--- src/rtl/pwrbtn_pkg.sv ---
package pwrbtn_pkg;
  // Register offsets (byte addresses within the block window)
  localparam int unsigned OFS_STAT_LO = 0;
  localparam int unsigned OFS_STAT_HI = 1;
  localparam int unsigned OFS_CTRL    = 2;

  // Bit positions inside the bytes
  localparam int unsigned BIT_PB   = 0;
  localparam int unsigned BIT_WAKE = 7;
  localparam int unsigned BIT_EN   = 0;

  // Sticky write-one-to-clear update: a hardware set outranks a clear.
  function automatic logic sticky_next(input logic cur, input logic set, input logic clr);
    return set | (cur & ~clr);
  endfunction

  // Supply-on drive: captured by a press in soft-off, dropped once the system is up.
  function automatic logic wake_next(input logic cur, input logic press, input logic off);
    return off & (cur | press);
  endfunction

  // Event line condition.
  function automatic logic pme_cond(input logic stat, input logic en);
    return stat & en;
  endfunction
endpackage

--- src/rtl/pwrbtn_sync.sv ---
module pwrbtn_sync #(
  parameter int unsigned STAGES = 2
) (
  input  logic clk,
  input  logic rst_n,
  input  logic din_n,
  output logic level_n,
  output logic fall_evt
);
  logic [STAGES-1:0] chain_q;
  logic              prev_q;

  for (genvar i = 0; i < STAGES; i++) begin : g_stage
    if (i == 0) begin : g_first
      always_ff @(posedge clk or negedge rst_n) begin
        if (!rst_n) chain_q[i] <= 1'b1;
        else        chain_q[i] <= din_n;
      end
    end else begin : g_next
      always_ff @(posedge clk or negedge rst_n) begin
        if (!rst_n) chain_q[i] <= 1'b1;
        else        chain_q[i] <= chain_q[i-1];
      end
    end
  end

  always_ff @(posedge clk or negedge rst_n) begin
    if (!rst_n) prev_q <= 1'b1;
    else        prev_q <= chain_q[STAGES-1];
  end

  assign level_n  = chain_q[STAGES-1];
  assign fall_evt = prev_q & ~chain_q[STAGES-1];
endmodule

--- src/rtl/pwrbtn_sticky.sv ---
module pwrbtn_sticky (
  input  logic clk,
  input  logic rst_n,
  input  logic set,
  input  logic clr,
  output logic q
);
  import pwrbtn_pkg::*;

  always_ff @(posedge clk or negedge rst_n) begin
    if (!rst_n) q <= 1'b0;
    else        q <= sticky_next(q, set, clr);
  end
endmodule

--- src/rtl/pwrbtn_regs.sv ---
module pwrbtn_regs #(
  parameter int unsigned ADDR_W = 2,
  parameter int unsigned DATA_W = 8
) (
  input  logic              clk,
  input  logic              rst_n,
  input  logic [ADDR_W-1:0] reg_addr,
  input  logic              reg_wr,
  input  logic [DATA_W-1:0] reg_wdata,
  input  logic              reg_rd,
  input  logic              pb_stat,
  input  logic              wake_flag,
  output logic [DATA_W-1:0] reg_rdata,
  output logic              en_bit,
  output logic              clr_pb,
  output logic              clr_wake
);
  import pwrbtn_pkg::*;

  localparam logic [ADDR_W-1:0] A_LO   = ADDR_W'(OFS_STAT_LO);
  localparam logic [ADDR_W-1:0] A_HI   = ADDR_W'(OFS_STAT_HI);
  localparam logic [ADDR_W-1:0] A_CTRL = ADDR_W'(OFS_CTRL);

  logic              hit_hi, hit_ctrl, hit_lo;
  logic [DATA_W-1:0] rd_val;

  assign hit_lo   = (reg_addr == A_LO);
  assign hit_hi   = (reg_addr == A_HI);
  assign hit_ctrl = (reg_addr == A_CTRL);

  assign clr_pb   = reg_wr & hit_hi & reg_wdata[BIT_PB];
  assign clr_wake = reg_wr & hit_hi & reg_wdata[BIT_WAKE];

  always_ff @(posedge clk or negedge rst_n) begin
    if (!rst_n)                   en_bit <= 1'b0;
    else if (reg_wr && hit_ctrl)  en_bit <= reg_wdata[BIT_EN];
  end

  always_comb begin
    rd_val = '0;
    if (hit_hi) begin
      rd_val[BIT_PB]   = pb_stat;
      rd_val[BIT_WAKE] = wake_flag;
    end else if (hit_ctrl) begin
      rd_val[BIT_EN] = en_bit;
    end else if (hit_lo) begin
      rd_val = '0;
    end
  end

  always_ff @(posedge clk or negedge rst_n) begin
    if (!rst_n)      reg_rdata <= '0;
    else if (reg_rd) reg_rdata <= rd_val;
  end
endmodule

--- src/rtl/pwrbtn_wake.sv ---
module pwrbtn_wake #(
  parameter int unsigned ADDR_W      = 2,
  parameter int unsigned DATA_W      = 8,
  parameter int unsigned SYNC_STAGES = 2
) (
  input  logic              clk,
  input  logic              bat_rst_n,
  input  logic              stby_rst_n,
  input  logic              pb_in_n,
  input  logic              soft_off,
  input  logic [ADDR_W-1:0] reg_addr,
  input  logic              reg_wr,
  input  logic [DATA_W-1:0] reg_wdata,
  input  logic              reg_rd,
  output logic [DATA_W-1:0] reg_rdata,
  output logic              pme_drv,
  output logic              ps_on_drv
);
  import pwrbtn_pkg::*;

  // Named internal events, exposed for the checker
  logic pb_level_n;
  logic press_evt;
  logic wake_set;
  logic pb_stat;
  logic wake_flag;
  logic en_bit;
  logic clr_pb;
  logic clr_wake;
  logic wake_q;

  pwrbtn_sync #(.STAGES(SYNC_STAGES)) u_sync (
    .clk      (clk),
    .rst_n    (stby_rst_n),
    .din_n    (pb_in_n),
    .level_n  (pb_level_n),
    .fall_evt (press_evt)
  );

  assign wake_set = press_evt & soft_off;

  pwrbtn_sticky u_pb_stat (
    .clk   (clk),
    .rst_n (bat_rst_n),
    .set   (press_evt),
    .clr   (clr_pb),
    .q     (pb_stat)
  );

  pwrbtn_sticky u_wake_flag (
    .clk   (clk),
    .rst_n (stby_rst_n),
    .set   (wake_set),
    .clr   (clr_wake),
    .q     (wake_flag)
  );

  pwrbtn_regs #(.ADDR_W(ADDR_W), .DATA_W(DATA_W)) u_regs (
    .clk       (clk),
    .rst_n     (stby_rst_n),
    .reg_addr  (reg_addr),
    .reg_wr    (reg_wr),
    .reg_wdata (reg_wdata),
    .reg_rd    (reg_rd),
    .pb_stat   (pb_stat),
    .wake_flag (wake_flag),
    .reg_rdata (reg_rdata),
    .en_bit    (en_bit),
    .clr_pb    (clr_pb),
    .clr_wake  (clr_wake)
  );

  always_ff @(posedge clk or negedge stby_rst_n) begin
    if (!stby_rst_n) wake_q <= 1'b0;
    else             wake_q <= wake_next(wake_q, press_evt, soft_off);
  end

  assign ps_on_drv = wake_q;
  assign pme_drv   = pme_cond(pb_stat, en_bit);
endmodule

--- config.mk ---
export PLATFORM = sky130hd
export DESIGN_NAME = pwrbtn_wake
export DESIGN_NICKNAME = d
export VERILOG_FILES = /design/src/rtl/pwrbtn_pkg.sv /design/src/rtl/pwrbtn_sync.sv /design/src/rtl/pwrbtn_sticky.sv /design/src/rtl/pwrbtn_regs.sv /design/src/rtl/pwrbtn_wake.sv
export SDC_FILE = /design/constraint.sdc
export NUM_CORES = 1
export LEC_CHECK = 0
export BUFFER_PORTS_ARGS = -buffer_cell sky130_fd_sc_hd__clkbuf_2
export CAP_MARGIN = 20
export CORE_AREA = 2 2 39 41
export DETAILED_ROUTE_END_ITERATION = 10
export DIE_AREA = 0 0 41 43
export GPL_TIMING_DRIVEN = 0
export PLACE_DENSITY = 0.61
export SLEW_MARGIN = 40
export SYNTH_ARGS = -nofsm -noshare
export SYNTH_HDL_FRONTEND = slang
export SYNTH_HIERARCHICAL = 1
export SYNTH_SLANG_ARGS = --single-unit
--- constraint.sdc ---
create_clock -name clk -period 1.33 [get_ports clk]
set_input_delay 0.0665 -clock clk [delete_from_list [all_inputs] [get_ports clk]]
set_output_delay 0.0665 -clock clk [all_outputs]
set_load 0.1 [all_outputs]
==> metrics.cfg, run 1 <==
[status]
outcome=complete, no violations

[flow_run]
cap_violations=0

[power_and_ir_drop]
powerDensity_nw_per_um2=1390
peakVddDrop_mv=0.596
p_leak_nw=0.306

[sta]
hold_violations=0
setup_slack_ps=48.5
max_slew_margin=0.641
timing.hold.ws_ps=30.7
tightest_slew_ps=541
setup_tns_ps=0
period_needed_ps=1280
final-setup-viol-count=0
fmax_ghz=0.780
period_share=0.963
rsz0062_at_grt=false
slew_violations=0
finalClockSkew_ps=5.35

[placement]
port_buffers=14
dpl.hpwl_um=576
dp_slack_ps=314
gp_congestion=0.693

[worst_setup_path]
crit_chain=and2_1, clkbuf_2
arrival_ps=1210
cp-start-kind=flip-flop
slowest_stage=clkbuf_2
path_delay_family=buffers and inverters
crit_buf_inv=1
crit_path_end_kind=output port
slowest_delay_ps=450
crit_required_ps=1260
crit_fanout=3
critical_path_class=reg2out

[routing]
num_vias=313
wirelength_um=706
drtPass1Iterations=2
drc=0
ant_nets=0
vias_per_cell=4.06
drt-initial-drc-count=4
wl_per_cell_um=9.17

[floorplanning]
pin_count=27
fp-row-count=14
die-area_um2=1760
initial_core_util=0.303
die_h_um=43
die_width_um=41
coreArea_um2=1380

[global_route]
grt_pass1_vias=290
antenna_found_initial=0
overflow=0
track_usage=0.104
grt_max_degree=9
grt_pass1_wl_mm=1.17

[logic_synthesis]
synthDistinctLibCells=18
synth.avg_cell_area_um2=12.0
syn_area_um2=419
ys_ff_latch=9
seq_area_frac_synth=0.546
ys_warn_count=6
synth_cells=35

[layout]
area_growth_pct=39.4
finish.utilization=0.422
diodes=0
n_fill_cell=146
drive_above_1_share=0.508
fin_nets=79

[cts]
cts_num_sinks=9
clockBufferDepth=2
cts_tree=done
cts_resized=0
insertion_delay_ps=260
htreeDepth=1
path_clk_slew_ps=60
cts_buffers=3
clockRootBuffer=clkbuf_4

[hold_path]
hold_class=in2reg

flip-flops by register name, indices dropped and copies added (netlist names):
register and count:
u_sync/level_n 1, ps_on_drv 1, u_wake_flag/q 1, u_sync/chain_q 1, u_pb_stat/q 1, u_regs/en_bit 1, u_sync/prev_q 1, u_regs/reg_rdata 2
power by group:
part	internal [mW]	leakage [nW]	switching, mW
sequential	0.304	0.102	0.0167
clock	0.115	0.0150	0.0892
combinational	0.0677	0.189	0.217
total	0.487	0.306	0.323
final timing paths:
path	from	endpoint	slack, ps	cells past startpoint
max	u_pb_stat/q	pme_drv	50	2
min	reg_rd	u_regs/reg_rdata[0]	30	2
max reg2reg	u_sync/level_n	u_wake_flag/q	310	3
min reg2reg	u_sync/chain_q[0]	u_sync/level_n	360	0
max in group asynchronous	stby_rst_n	u_sync/chain_q[0]	900	2
min in group asynchronous	bat_rst_n	u_pb_stat/q	110	2
cells in the mapped netlist:
library cell,number,area share
dfstp_2,3,0.19
a21o_1,2,0.036
nor2b_4,1,0.033
and2_1,1,0.015
nor2b_1,1,0.015
and2_2,1,0.018
inv_1,2,0.018
dfrtp_1,6,0.36
o21a_1,1,0.018
nor2b_2,1,0.021
and3_1,2,0.030
nor2_1,1,0.0089
a31o_2,1,0.021
buf_4,6,0.11
conb_1,1,0.0089
nand3b_1,3,0.054
mux2_4,1,0.036
a31oi_1,1,0.015
kinds of logic after synthesis:
kind of cell,after synthesis,share of synthesized area
AOI/OAI and AO/OA,5,0.0896
buffers and inverters,8,0.125
DFF,9,0.546
muxes,1,0.0358
other,1,0.00895
and+or+nand+nor,11,0.194
metrics by stage:
stage / instance area (µm²) / instances / power (mW)
2_1_floorplan: 438 / 40 / 0.557
4_1_cts: 584 / 77 / 0.822
3_5_place_dp: 528 / 70 / 0.604
5_1_grt: 584 / 77 / 0.851
6_report: 584 / 77 / 0.810
3_3_place_gp: 528 / 70 / 0.601
routing by layer:
metal  track usage  up-vias  wire, µm
met1        0.0976      147       272
met3        0.0471        0        48
met2         0.163       11       385
li1              -      155         -
met4        0.0800        0         0
met5             0        -         0
area by class of cell:
cell class | instances | area [µm²] | share of cell area
plain buffers | 6 | 45.0 | 0.0771
clock buffers | 4 | 26.3 | 0.0450
inverters | 2 | 7.51 | 0.0128
multi-input cells | 23 | 156 | 0.268
flip-flops and latches | 9 | 229 | 0.392
well taps | 16 | 20.0 | 0.0343
repair buffers | 17 | 100 | 0.171
worst reg2reg max path: cells and delay by family (launching register included):
kind            cells  cell delay, ps
flops               1             550
simple gates        2             230
compound gates      1             140
placed cells by master (no fill, tap or decap):
cell type,n
dlygate4sd3_1,3
nor2_1,1
nor2b_1,1
o21a_1,1
and2_1,1
clkbuf_1,1
buf_4,6
nor2b_4,1
inv_1,2
and3_1,2
mux2_4,1
clkbuf_4,3
a31o_2,1
conb_1,6
a31oi_1,1
clkbuf_2,14
nor2b_2,1
a21o_1,2
nand3b_1,3
dfstp_2,3
dfrtp_1,6
and2_2,1
repair_timing:
action                                 4_1_cts  5_1_grt
hold buffers                                 3        0
buffers inserted                             0        0
endpoints found under the hold margin       10        0
Power figures use the tool's default switching activity.
==> run 2: changes to the inputs <==
Settings changed: GPL_TIMING_DRIVEN 0 to default, MAX_ROUTING_LAYER from default to met4, PLACE_DENSITY 0.61 to 0.6, SYNTH_HIERARCHICAL 1 to default.
==> run 2 against run 1 <==
Cell count is 12% lower. Clock power about the same. Setup slack improved by 160 ps. Critical path type unchanged.
==> metrics.cfg, run 2 <==
[worst_setup_path]
crit_path_end_kind=output port
rr_worst_depth=2
crit_buf_inv=1
critical_path_class=reg2out
crit_required_ps=1260
slowest_delay_ps=450
cp-start-kind=flip-flop
path_delay_family=buffers and inverters
rrSetupSlack_ps=350
crit_chain=clkbuf_2
r2r_start=u_sync.prev_q
arrival_ps=1050
slowest_stage=clkbuf_2
crit_cells=1
rr_endpoint=u_wake_flag.q
crit_fanout=2

[floorplanning]
fp-row-count=14
pin_count=27
die_width_um=41
coreArea_um2=1380
die-area_um2=1760
initial_core_util=0.296
die_h_um=43

[cts]
cts_buffers=3
cts_resized=0
ctsHoldBuffers=3
clockRootBuffer=clkbuf_4
post_cts_buffers=0
cts_tree=done
path_clk_slew_ps=60
insertion_delay_ps=260
cts_num_sinks=9
htreeDepth=1
clockBufferDepth=2

[hold_path]
min_delay_path_depth=2
hold_class=in2reg
hold_end=u_regs.reg_rdata[0]
hp-start=reg_rd

[logic_synthesis]
ys_warn_count=0
ys_ff_latch=9
synth_top_area_cell=dfrtp_1
yosysTopAreaCellShare=0.367
ys_top_cells_by_area=dfrtp_1, dfstp_2, buf_4
synth.avg_cell_area_um2=12.8
synth_cells=32
synth_edf_count=0
synthFlopType=dfrtp_1
async_flop_share=1.00
synth_common_cells=buf_4, dfrtp_1, dfstp_2, nand4b_1, nand3b_1
seq_area_frac_synth=0.560
syn_area_um2=409
synthDistinctLibCells=17

[sta]
period_needed_ps=1120
timing.hold.ws_ps=27.0
final-setup-viol-count=0
tightest_slew_ps=540
hold_violations=0
setup_slack_ps=209
setup_tns_ps=0
period_share=0.843
slew_violations=0
max_slew_margin=0.641
finalClockSkew_ps=2.50
fmax_ghz=0.892
rsz0062_at_grt=false

[global_route]
antenna_found_initial=0
grt_max_degree=9
grt_pass1_vias=273
overflow=0
grt_pass1_wl_mm=1.20
track_usage=0.112

[layout]
fin_nets=70
largest_register_ff_count=2
drive_above_1_share=0.423
layout_common_cells=clkbuf_2, conb_1, dfrtp_1
diodes=0
layout_commonest_cell=clkbuf_2
largest_register=u_regs.reg_rdata
area_growth_pct=33.0

[routing]
drt-initial-drc-count=1
wirelength_um=696
ant_nets=0
wl_per_cell_um=10.2
drtPass1Iterations=2
vias_per_cell=4.31
drc=0
num_vias=293

[status]
outcome=complete, no violations

[placement]
gp_congestion=0.668
port_buffers=14
dp_slack_ps=369

[flow_run]
cap_violations=0

[power_and_ir_drop]
p_leak_nw=0.268
powerDensity_nw_per_um2=1500
peakVddDrop_mv=0.561

run 2: area by class of cell:
cell class                      count  area (µm²)
Clock buffer                        4        26.3
Fill cell                         148         840
Inverter                            1        3.75
Multi-Input combinational cell     21         150
Sequential cell                     9         229
Tap cell                           16        20.0
Timing Repair Buffer               17         115
run 2: power by group:
group | switching [mW] | internal, mW | leakage [nW]
combinational | 0.219 | 0.0729 | 0.151
sequential | 0.0146 | 0.304 | 0.102
clock | 0.0902 | 0.115 | 0.0150
run 2: how the worst max path moves through the flow:
stage / endpoint / slack [ps] / start
floorplan: u_regs.reg_rdata[0] / 100 / u_regs.reg_rdata[0]
global placement: u_wake_flag.q / 350 / u_sync.prev_q
detailed placement: u_wake_flag.q / 370 / u_sync.prev_q
CTS: reg_rdata[0] / 190 / u_regs.reg_rdata[0]
global route: ps_on_drv / 150 / ps_on_drv
finish: reg_rdata[0] / 210 / u_regs.reg_rdata[0]
run 2: cell families after synthesis:
kind of cell,Yosys count,share of synthesized area
AO/OA/AOI/OAI,5,0.0856
buffers and inverters,7,0.119
flip-flops,9,0.560
multiplexers,1,0.0367
other,1,0.00917
AND/OR/NAND/NOR,9,0.190
run 2: per-layer routing:
layer	GRT usage	wire, µm	vias up
met5	-	0	-
met4	0.0800	14	0
met3	0.0628	63	2
met2	0.141	321	15
met1	0.130	296	138
li1	-	-	138
run 2: stage by stage:
stage | instance area [µm²] | power (mW) | std cells | util
4_1_cts | 544 | 0.833 | 68 | 0.393
3_5_place_dp | 488 | 0.610 | 61 | 0.353
3_3_place_gp | 488 | 0.609 | 61 | 0.353
5_1_grt | 544 | 0.868 | 68 | 0.393
6_report | 544 | 0.817 | 68 | 0.393
2_1_floorplan | 428 | 0.553 | 37 | -
